`config.mk`:
```
export PLATFORM = sky130hd
export DESIGN_NAME = sat_abs_unit
export DESIGN_NICKNAME = d
export VERILOG_FILES = /design/src/rtl/sat_abs_pkg.sv /design/src/rtl/sat_abs_decode.sv /design/src/rtl/sat_abs_lane.sv /design/src/rtl/sat_abs_bank.sv /design/src/rtl/sat_abs_unit.sv
export SDC_FILE = /design/constraint.sdc
export NUM_CORES = 1
export LEC_CHECK = 0
export BUFFER_PORTS_ARGS = -buffer_cell sky130_fd_sc_hd__buf_2
export CAP_MARGIN = 30
export CELL_PAD_IN_SITES_DETAIL_PLACEMENT = 1
export CELL_PAD_IN_SITES_GLOBAL_PLACEMENT = 1
export CORE_MARGIN = 4
export CORE_UTILIZATION = 30
export CTS_BUF_LIST = sky130_fd_sc_hd__clkbuf_8
export CTS_CLUSTER_DIAMETER = 30
export DETAILED_ROUTE_END_ITERATION = 10
export PLACE_DENSITY_LB_ADDON = 0.12
export SLEW_MARGIN = 15
export SYNTH_ARGS = -nofsm -noshare
export SYNTH_HDL_FRONTEND = slang
export SYNTH_SLANG_ARGS = --single-unit
```
`constraint.sdc`:
```
create_clock -name clk -period 5 [get_ports clk]
set_clock_uncertainty 0.15 [all_clocks]
set_input_delay 0.75 -clock clk [delete_from_list [all_inputs] [get_ports clk]]
set_output_delay 0.75 -clock clk [all_outputs]
set_load 0.005 [all_outputs]
```
`src/rtl/sat_abs_pkg.sv`:
```
// Shared constants and decoded-instruction type for the saturating absolute value unit.
// Assumes a fixed 32-bit instruction word and 5-bit register indices.
package sat_abs_pkg;
    localparam int INSTR_W = 32;
    localparam int REG_IDX_W = 5;
    localparam int SIZE_W = 2;
    localparam logic [7:0]  SCALAR_TOP = 8'h5E;
    localparam logic [5:0]  VECTOR_TOP = 6'h0E;
    localparam logic [11:0] OP_MIDDLE  = 12'h81E;

    typedef struct packed {
        logic                 legal;
        logic                 scalar;
        logic                 q;
        logic [SIZE_W-1:0]    size;
        logic [REG_IDX_W-1:0] rd;
        logic [REG_IDX_W-1:0] rn;
    } dec_t;
endpackage

```
`src/rtl/sat_abs_decode.sv`:
```
// Instruction decoder: recognises the scalar and vector forms, rejects the reserved
// arrangement (size=11, Q=0 in vector form) and extracts the fields.
// Purely combinational; the caller qualifies the output with its valid strobe.
module sat_abs_decode
    import sat_abs_pkg::*;
(
    input  logic [INSTR_W-1:0] instr,
    output dec_t               dec
);
    logic mid_ok;
    logic is_scalar;
    logic is_vector;
    logic reserved;

    // Match the fixed opcode fields of each form and flag the reserved arrangement.
    always_comb begin
        mid_ok    = (instr[21:10] == OP_MIDDLE);
        is_scalar = mid_ok && (instr[31:24] == SCALAR_TOP);
        is_vector = mid_ok && !instr[31] && (instr[29:24] == VECTOR_TOP);
        reserved  = is_vector && (instr[23:22] == 2'b11) && !instr[30];
        dec.legal  = (is_scalar || is_vector) && !reserved;
        dec.scalar = is_scalar;
        dec.q      = instr[30];
        dec.size   = instr[23:22];
        dec.rn     = instr[9:5];
        dec.rd     = instr[4:0];
    end
endmodule

```
`src/rtl/sat_abs_lane.sv`:
```
// One lane: signed absolute value clamped to the positive range of LANE_W bits.
// Assumes two's-complement input; sat is high only for the most negative value.
module sat_abs_lane #(
    parameter int LANE_W = 8
) (
    input  logic [LANE_W-1:0] din,
    output logic [LANE_W-1:0] dout,
    output logic              sat
);
    localparam logic [LANE_W-1:0] MOST_NEG = {1'b1, {(LANE_W-1){1'b0}}};
    localparam logic [LANE_W-1:0] MOST_POS = {1'b0, {(LANE_W-1){1'b1}}};

    // Negate negative values, clamping the one value whose negation overflows.
    always_comb begin
        sat = (din == MOST_NEG);
        if (sat)
            dout = MOST_POS;
        else if (din[LANE_W-1])
            dout = (~din) + LANE_W'(1);
        else
            dout = din;
    end
endmodule

```
`src/rtl/sat_abs_bank.sv`:
```
// A bank of lanes of one width covering the full operand. Lanes that lie wholly
// below proc_bits are processed; the others output zero and cannot report saturation.
// Assumes DATA_W is a multiple of LANE_W and that proc_bits is a multiple of LANE_W.
module sat_abs_bank #(
    parameter int DATA_W = 128,
    parameter int LANE_W = 8,
    parameter int PB_W   = 8
) (
    input  logic [DATA_W-1:0] operand,
    input  logic [PB_W-1:0]   proc_bits,
    output logic [DATA_W-1:0] result,
    output logic              sat_any
);
    localparam int N_LANES = DATA_W / LANE_W;

    logic [N_LANES-1:0] lane_sat;
    logic [N_LANES-1:0] lane_on;

    for (genvar k = 0; k < N_LANES; k++) begin : g_lane
        localparam logic [PB_W-1:0] LANE_END = PB_W'((k + 1) * LANE_W);
        logic [LANE_W-1:0] lane_out;

        sat_abs_lane #(.LANE_W(LANE_W)) u_lane (
            .din  (operand[k*LANE_W +: LANE_W]),
            .dout (lane_out),
            .sat  (lane_sat[k])
        );

        // Enable the lane only when it lies inside the processed width.
        always_comb begin
            lane_on[k] = (LANE_END <= proc_bits);
            result[k*LANE_W +: LANE_W] = lane_on[k] ? lane_out : '0;
        end
    end

    // Collect saturation from enabled lanes only.
    always_comb sat_any = |(lane_sat & lane_on);
endmodule

```
`src/rtl/sat_abs_unit.sv`:
```
// Top: decodes the word, runs one lane bank per supported width, selects the bank
// matching the size field and registers result, indices, undef pulse and sticky qc.
// Assumes DATA_W/2 >= the widest lane and that NUM_SIZES matches the 2-bit size field.
module sat_abs_unit
    import sat_abs_pkg::*;
#(
    parameter int DATA_W    = 128,
    parameter int ELEM_MIN  = 8,
    parameter int NUM_SIZES = 4
) (
    input  logic                 clk,
    input  logic                 rst_n,
    input  logic                 in_valid,
    input  logic [INSTR_W-1:0]   instr,
    input  logic [DATA_W-1:0]    operand,
    input  logic                 qc_clear,
    output logic                 out_valid,
    output logic [DATA_W-1:0]    result,
    output logic [REG_IDX_W-1:0] rd,
    output logic [REG_IDX_W-1:0] rn,
    output logic                 undef,
    output logic                 qc
);
    localparam int PB_W = $clog2(DATA_W + 1);

    dec_t              dec;
    logic [PB_W-1:0]   proc_bits;
    logic [DATA_W-1:0] bank_res [NUM_SIZES];
    logic [NUM_SIZES-1:0] bank_sat;
    logic [DATA_W-1:0] sel_res;
    logic              sel_sat;
    logic              fire;
    logic              bad;

    sat_abs_decode u_dec (
        .instr (instr),
        .dec   (dec)
    );

    // Processed data width: one element for scalar, half or full operand for vector.
    always_comb begin
        if (dec.scalar)
            proc_bits = PB_W'(ELEM_MIN) << dec.size;
        else if (dec.q)
            proc_bits = PB_W'(DATA_W);
        else
            proc_bits = PB_W'(DATA_W / 2);
    end

    for (genvar s = 0; s < NUM_SIZES; s++) begin : g_bank
        sat_abs_bank #(
            .DATA_W (DATA_W),
            .LANE_W (ELEM_MIN << s),
            .PB_W   (PB_W)
        ) u_bank (
            .operand   (operand),
            .proc_bits (proc_bits),
            .result    (bank_res[s]),
            .sat_any   (bank_sat[s])
        );
    end

    // Pick the bank for the decoded lane width and qualify with the strobe.
    always_comb begin
        sel_res = bank_res[dec.size];
        sel_sat = bank_sat[dec.size];
        fire    = in_valid && dec.legal;
        bad     = in_valid && !dec.legal;
    end

    // Output registers: result and indices update only on a legal operation.
    always_ff @(posedge clk) begin
        if (!rst_n) begin
            out_valid <= 1'b0;
            undef     <= 1'b0;
            result    <= '0;
            rd        <= '0;
            rn        <= '0;
        end else begin
            out_valid <= fire;
            undef     <= bad;
            if (fire) begin
                result <= sel_res;
                rd     <= dec.rd;
                rn     <= dec.rn;
            end
        end
    end

    // Sticky saturation flag: a set in the same cycle wins over a clear.
    always_ff @(posedge clk) begin
        if (!rst_n)
            qc <= 1'b0;
        else
            qc <= (qc && !qc_clear) || (fire && sel_sat);
    end
endmodule

```
==> key figures, run 1 <==
Status
  • Status: finished clean

Drt
  • Drt first pass iters: 6
  • DR WL/cell: 27.89 microns
  • Drt total wl: approximately 94 mm
  • Detailed Route Iter0 Violations: between 1,500 and 2,000
  • Antenna Violating Nets Remaining: 0
  • Vias: approximately 21,000
  • Via density: 6.394
  • DRC Markers: 0

Finish
  • Layout area overhead: 17.63%
  • Final nets: between 2,000 and 3,000
  • Final Cell Area: between 15,000 and 20,000 sq um
  • Layout cells sized above 1: between 10% and 20%
  • FILL cells: just under 7,000

Logic synthesis
  • Synthesized area: ~16,000 sq um
  • Syn_area_per_cell: between 6 and 7 sq um
  • Async S/R FF share, synth: 0%
  • Yosys cell types: between 90 and 100
  • Mapped Cells: 2,439
  • EDFF count, synth: 0
  • Net Count, Synth: about 2,600
  • Sequential cell area fraction in the yosys report: about 17%
  • Yosys warns: 0
  • Top_reg_cell synth: dfxtp_1
  • Yosys reg bits: ~140

Clock tree
  • H-tree Lvls: 4
  • CTS clk-pin slew, worst paths: around 0.1 ns
  • Clk Latency, worst-skew pair: a little under 0.6 ns
  • Root buffer cell: clkbuf_8
  • CTS buffer count: 17
  • Post-cts resize count: 0
  • CTS tree: built
  • Clk sinks: around 140
  • CTS Hold Buffers Added: 0
  • Clock Tree Buf Depth: 2
  • Post-CTS Setup Bufs: 0

Worst setup path
  • R2r startpoint: result[17]
  • Worst setup path startpoint: operand[33]
  • Crit path capture type: flop
  • Flop2flop setup slack: approximately 3.9 ns
  • CP top delay family: simple AND/OR/NAND/NOR gates
  • Worst Path Max Fanout: 10
  • Data required time of the critical path: 5.33 ns
  • Kind of critical path: in -> reg
  • Largest stage delay on the critical path: 0.64 ns
  • Bufs and invs on worst path: 2
  • Critical Path Slowest Stage Cell: or4_1
  • Crit path cell chain: buf_2, inv_1, ha_1, or4b_1, or4_1, or3_4, o21a_1, or4_1, a32o_1, a32o_1
  • Worst path arrival time: between 4 and 5 ns
  • Crit start category: primary input

Place
  • DP HPWL: between 70 and 80 mm
  • Routability Congestion: slightly below 1
  • Place WS: just over 0.7 ns
  • PortBufs: 304
  • Post-DP Area: ~19,000 sq um

Floorplan
  • Initial Util: about 31%
  • Core area: 53,080 sq um
  • Chip Width: between 200 and 250 microns
  • Placement Rows: 84
  • Die footprint: 57,870 sq um
  • Die Y: 240.6 microns
  • Io pins: between 300 and 400

GRT
  • Met2 usage: between 50% and 60%
  • GRT Overall Usage: between 30% and 40%
  • Busiest grt layer: met2
  • Largest net degree at the start of global routing: between 60 and 70
  • Global-route wire length before repair: between 100 and 150 mm
  • GR Util met3: between 6 and 7%
  • Met1 Usage GRT: between 40% and 50%
  • Number of antenna violations at the first check in global routing: 7
  • Vias in the first global route: ~22,000
  • GRT overflow: 0

STA
  • Final Critical Period: 3.725 ns
  • # setup viols final: 0
  • Worst Setup Slack, final: roughly 1.3 ns
  • RSZ-0062 raised after global routing: no
  • Fmax: about 270 MHz
  • Setup TNS Final: 0 ns
  • Max Slew Vio Count: 0
  • Fin. Hold Viols: 0
  • Slew headroom: between 20% and 30%
  • Min Hold Slack: around 0.25 ns
  • Worst slew pin tran: 1.044 ns
  • Final period utilization: approximately three quarters

Power
  • Part of the power in combinational logic: 31.6%
  • Total Power: between 3 and 4 mW
  • Reg power frac: 34.0%
  • Clock power share: 34.4%
  • Pwr Density: approximately 170 nW/um^2
  • Leak Pwr: around 7.4 nW
  • Psw: between 1 and 1.5 mW
  • Internal power: 1.977 mW
  • Max IR drop VDD: 0.1982 mV
  • Sw Ratio: 40.19%

Min path
  • Hold WC Path Type: in -> reg
  • Hold wc startpoint: instr[8]

Flow run
  • Max-Cap Viols: 0
[logic make-up after synthesis]
family	count (synthesis)	share of synthesized area [%]
fa+ha+maj	30	2.314
mux	17	1.095
xor+xnor	132	7.126
compound gates	886	36.15
buf+inv	285	6.840
flops	141	17.40
simple gates	948	29.07
[metal layers]
layer | up-vias | share of wire (%)
li1 | 9628 | -
met4 | 6 | 3.9
met1 | 10720 | 42
met2 | 940 | 46
met3 | 192 | 7.4
met5 | - | 0.049
[cell usage after synthesis (11+ instances only)]
cell type | instances | area [sq um]
a221oi_1 | 11 | 96.34
o221ai_1 | 29 | 254.0
inv_1 | 60 | 225.2
o211ai_1 | 32 | 240.2
mux2i_1 | 11 | 110.1
nand4_1 | 29 | 181.4
nor3_1 | 72 | 360.4
ha_1 | 30 | 375.4
a21o_1 | 12 | 90.09
xnor2_1 | 85 | 744.5
a211oi_1 | 24 | 180.2
nand2_1 | 353 | 1325
a22oi_1 | 20 | 150.1
nand3_1 | 74 | 370.4
o21a_1 | 26 | 195.2
buf_2 | 11 | 55.05
nor4_1 | 42 | 262.8
a221o_1 | 19 | 190.2
a32oi_1 | 19 | 166.4
nor2_1 | 170 | 638.1
o22ai_1 | 20 | 125.1
a311oi_1 | 12 | 105.1
or3_1 | 36 | 225.2
or2_2 | 12 | 75.07
and3_1 | 18 | 112.6
o31ai_1 | 53 | 397.9
clkbuf_1 | 198 | 743.2
a32o_1 | 11 | 110.1
or4_1 | 32 | 240.2
and2_1 | 12 | 75.07
dfxtp_1 | 141 | 2823
o21ai_0 | 222 | 1111
o41ai_1 | 20 | 175.2
a21boi_0 | 15 | 112.6
nor3b_1 | 12 | 90.09
a21oi_1 | 199 | 996.0
xor2_1 | 47 | 411.6
a31oi_1 | 46 | 287.8
nand2b_1 | 11 | 68.82
[worst paths after layout]
kind,to,cells after the start
max reg2reg,result[17],2
min,rn[3],3
min reg2reg,result[112],2
max,result[60],10
[worst reg2reg max path: cells and delay by family (launching register included)]
kind | cells | cell delay (ns)
AOI/OAI and AO/OA | 2 | 0.49
DFF | 1 | 0.38
[state kept, by name, indices dropped and copies added, names as in the netlist]
| signal | cells |
|---|---|
| result | 128 |
| rd | 5 |
| rn | 5 |
| out_valid | 1 |
| qc | 1 |
| undef | 1 |
[layout by cell type, fill, tap and decap left out, types with 60 or more instances in the layout]
cell,n
a21oi_1,199
buf_2,303
buf_4,117
dfxtp_1,141
inv_1,60
nand2_1,353
nand3_1,73
nor2_1,169
nor3_1,71
o21ai_0,222
xnor2_1,85
[area by class of cell]
cell class,count,area (sq um),area share (%)
tap,688,860.8,4.511
multi-input combinational,2013,12310,64.50
inverter,62,232.7,1.219
timing repair buffer,422,2420,12.68
clock inverter,14,183.9,0.9637
clock buffer,18,247.7,1.298
sequential,141,2823,14.79
antenna,3,7.507,0.03934
[metrics by stage]
stage,util [%],instances
CTS,35.93,3357
detailed placement,35.12,3325
finish,35.96,3361
floorplan,-,2439
global route,35.95,3359
global placement,35.11,3324
[power by group through the flow]
stage | sequential, mW | combinational, mW | clock [mW]
after detailed placement | 1.15 | 1.02 | 0
after global placement | 1.15 | 1.00 | 0
after floorplan | 1.15 | 0.634 | 0
final | 1.12 | 1.04 | 1.14
after global routing | 1.12 | 1.12 | 1.20
after CTS | 1.12 | 1.02 | 1.18
Power figures use the tool's default switching activity.
==> run 2: changes to the inputs <==
==> constraint.sdc (replaced) <==
create_clock -name clk -period 3.7 [get_ports clk]
set_clock_uncertainty 0.15 [all_clocks]
set_input_delay 0.555 -clock clk [delete_from_list [all_inputs] [get_ports clk]]
set_output_delay 0.555 -clock clk [all_outputs]
set_load 0.005 [all_outputs]
==> run 2 against run 1 <==
Effect of this change: global-route usage increased by 0.73 points; die area unchanged; combinational power grew 48%; utilization up 2.9 points; final area up 8.0%; critical path depth is the same; cell count up 5.7%; count of clock-buffer cells in the layout up 1; via count rose by 3.5%; first-iteration DRC count fell by 3.2%; setup slack lost 0.82 ns; register-to-register slack worse by 1.3 ns; largest power group is now combinational cells.
==> key figures, run 2 (synthesized netlist as in run 1, its figures left out) <==
Status
  • Status: finished clean

Drt
  • Antenna Violating Nets Remaining: 0 (unchanged)
  • DR WL/cell: 27.04 microns (-3.1%)
  • Detailed Route Iter0 Violations: 1,891 (-3.2%)
  • DRC Markers: 0 (unchanged)
  • Vias: 22,230 (+3.5%)
  • Drt total wl: 96.04 mm (+2.5%)
  • Via density: 6.260 (-2.1%)
  • Drt first pass iters: 5 (-1)

Worst setup path
  • Data required time of the critical path: 4.06 ns (-1.27 ns)
  • Worst setup path startpoint: operand[65]
  • R2r startpoint: result[17]
  • CP top delay family: simple AND/OR/NAND/NOR gates
  • Largest stage delay on the critical path: 0.61 ns (-0.03 ns)
  • Worst Path Max Fanout: 2 (-8)
  • Kind of critical path: in -> reg
  • Critical Path Slowest Stage Cell: or4b_2
  • Flop2flop setup slack: 2.59 ns (-1.29 ns)
  • Crit path cell chain: buf_2, inv_1, ha_1, or4b_2, or4_1, or4_1, o41ai_1, mux2_2, o22ai_1, a21oi_1
  • Crit start category: primary input
  • Crit-path most repeated cell: or4_1
  • Bufs and invs on worst path: 2 (unchanged)
  • Crit path capture type: flop
  • Worst path arrival time: 3.61 ns (-0.45 ns)

Place
  • PortBufs: 304 (unchanged)
  • Inst Count DP: 3,505 (+5.4%)
  • DP HPWL: 72.52 mm (+3.3%)
  • Routability Congestion: 0.9605 (-0.19%)

Min path
  • Hold wc startpoint: instr[8]
  • Hold WC Path Type: in -> reg

Finish
  • Highest-count cells in the layout ignoring fill and taps: nand2_1 (353), buf_2 (303), buf_4 (287)
  • Commonest non-fill, non-tap cell in the layout: nand2_1
  • Registers with the most flip-flops: result (128), rd (5), rn (5)
  • Most flops, register: result
  • Layout area overhead: 27.05%
  • Fin util: 38.84% (+2.9 points)
  • Max reg flops: 128 (unchanged)
  • Final Non-Filler Cells: 3,552 (+5.7%)
  • Final nets: 3,038 (+6.6%)
  • Layout cells sized above 1: 24.19% (+5.0 points)

Clock tree
  • CTS buffer count: 17 (unchanged)
  • Root buffer cell: clkbuf_8
  • Clock Tree Buf Depth: 2 (unchanged)
  • Clk sinks: 141 (unchanged)
  • Post-CTS Setup Bufs: 0 (unchanged)
  • CTS tree: built
  • CTS clk-pin slew, worst paths: 0.11 ns (about the same)
  • H-tree Lvls: 4 (unchanged)
  • Clk Latency, worst-skew pair: 0.60 ns (about the same)

Floorplan
  • Core area: 53,080 sq um (unchanged)
  • Initial Util: 30.57% (unchanged)
  • Placement Rows: 84 (unchanged)
  • Die footprint: 57,870 sq um (unchanged)
  • Die Y: 240.6 microns (unchanged)
  • Io pins: 305 (unchanged)
  • Chip Width: 240.6 microns (unchanged)

GRT
  • Number of antenna violations at the first check in global routing: 8 (+1)
  • GRT Overall Usage: 32.02% (+0.73 points)
  • Largest net degree at the start of global routing: 105 (+59%)
  • Vias in the first global route: 22,200 (+2.7%)
  • Global-route wire length before repair: 141.9 mm (+2.3%)
  • GRT overflow: 0 (unchanged)

Power
  • Pwr Density: 219.6 nW/um^2 (+27%)
  • Max IR drop VDD: 0.2923 mV (+47%)
  • Leak Pwr: 8.339 nW (+12%)

STA
  • Final period utilization: 87.80%
  • RSZ-0062 raised after global routing: no
  • Setup TNS Final: 0 ns (unchanged)
  • Fin. Hold Viols: 0 (unchanged)
  • # setup viols final: 0 (unchanged)
  • Max Slew Vio Count: 0 (unchanged)
  • Worst slew pin tran: 0.7928 ns (-0.2508 ns)
  • Fmax: 307.8 MHz
  • Slew headroom: 46.90% (+17 points)
  • Final Critical Period: approximately 3.2 ns

Flow run
  • Max-Cap Viols: 0 (unchanged)
-- run 2: cell count changes in the layout (fill, tap and decap cells not counted), moves of 2 or more --
cell	delta
inv_6	-2
buf_4	+170
clkinv_4	-3
clkinvlp_4	+5
diode_2	+4
buf_12	+10
dlygate4sd3_1	+8
-- run 2: area by class of cell --
cell class | count | area [sq um]
inverter | 62 | 232.7
antenna | 7 | 17.52
fill | 6828 | 32460
clock buffer | 19 | 261.5
multi-input combinational | 2013 | 12300
tap | 688 | 860.8
timing repair buffer | 609 | 3971
clock inverter | 13 | 141.4
sequential | 141 | 2823
-- run 2: tightest hold or removal path: stages --
cell,delay [ns]
buf_2,0.10
nand2_1,0.05
a21oi_1,0.05
-- run 2: final timing paths --
| path | cells after the start | end |
|---|---|---|
| worst max register to register | 2 | result[17] |
| worst min-delay path | 3 | rn[3] |
| worst min register to register | 2 | result[112] |
| worst max-delay path | 10 | result[114] |
-- run 2: per-layer routing --
layer  track usage, %  vias to the layer above  share of wire, %
met5                0                        -            0.0083
met4            13.27                        2               4.3
met1            41.88                    11130                43
li1                 -                     9991                 -
met3            5.908                      194               7.1
met2            52.11                      922                46
-- run 2: what timing repair did --
action                    CTS  global route
gates resized for setup     0             0
hold buffers                8             0
hold endpoints to repair    8             0
-- run 2: power by group --
part	internal [mW]	switching [mW]	total (mW)
Combinational	0.549	0.988	1.54
Sequential	1.52	0.00110	1.52
Clock	0.634	0.838	1.47
Total	2.70	1.83	4.53
-- run 2: through the flow --
step                hold WS (ns)  power [mW]  instance area (sq um)  worst slack (ns)
finish                   0.06173       4.526                  20610            0.4514
global route             0.03083       4.729                  20610            0.3162
CTS                     0.004291       4.545                  20590            0.5186
detailed placement        0.2821       3.043                  20110           -0.1551
global placement          0.2769       3.012                  20090           -0.1228
floorplan                 0.2845       2.409                  16220           0.08781
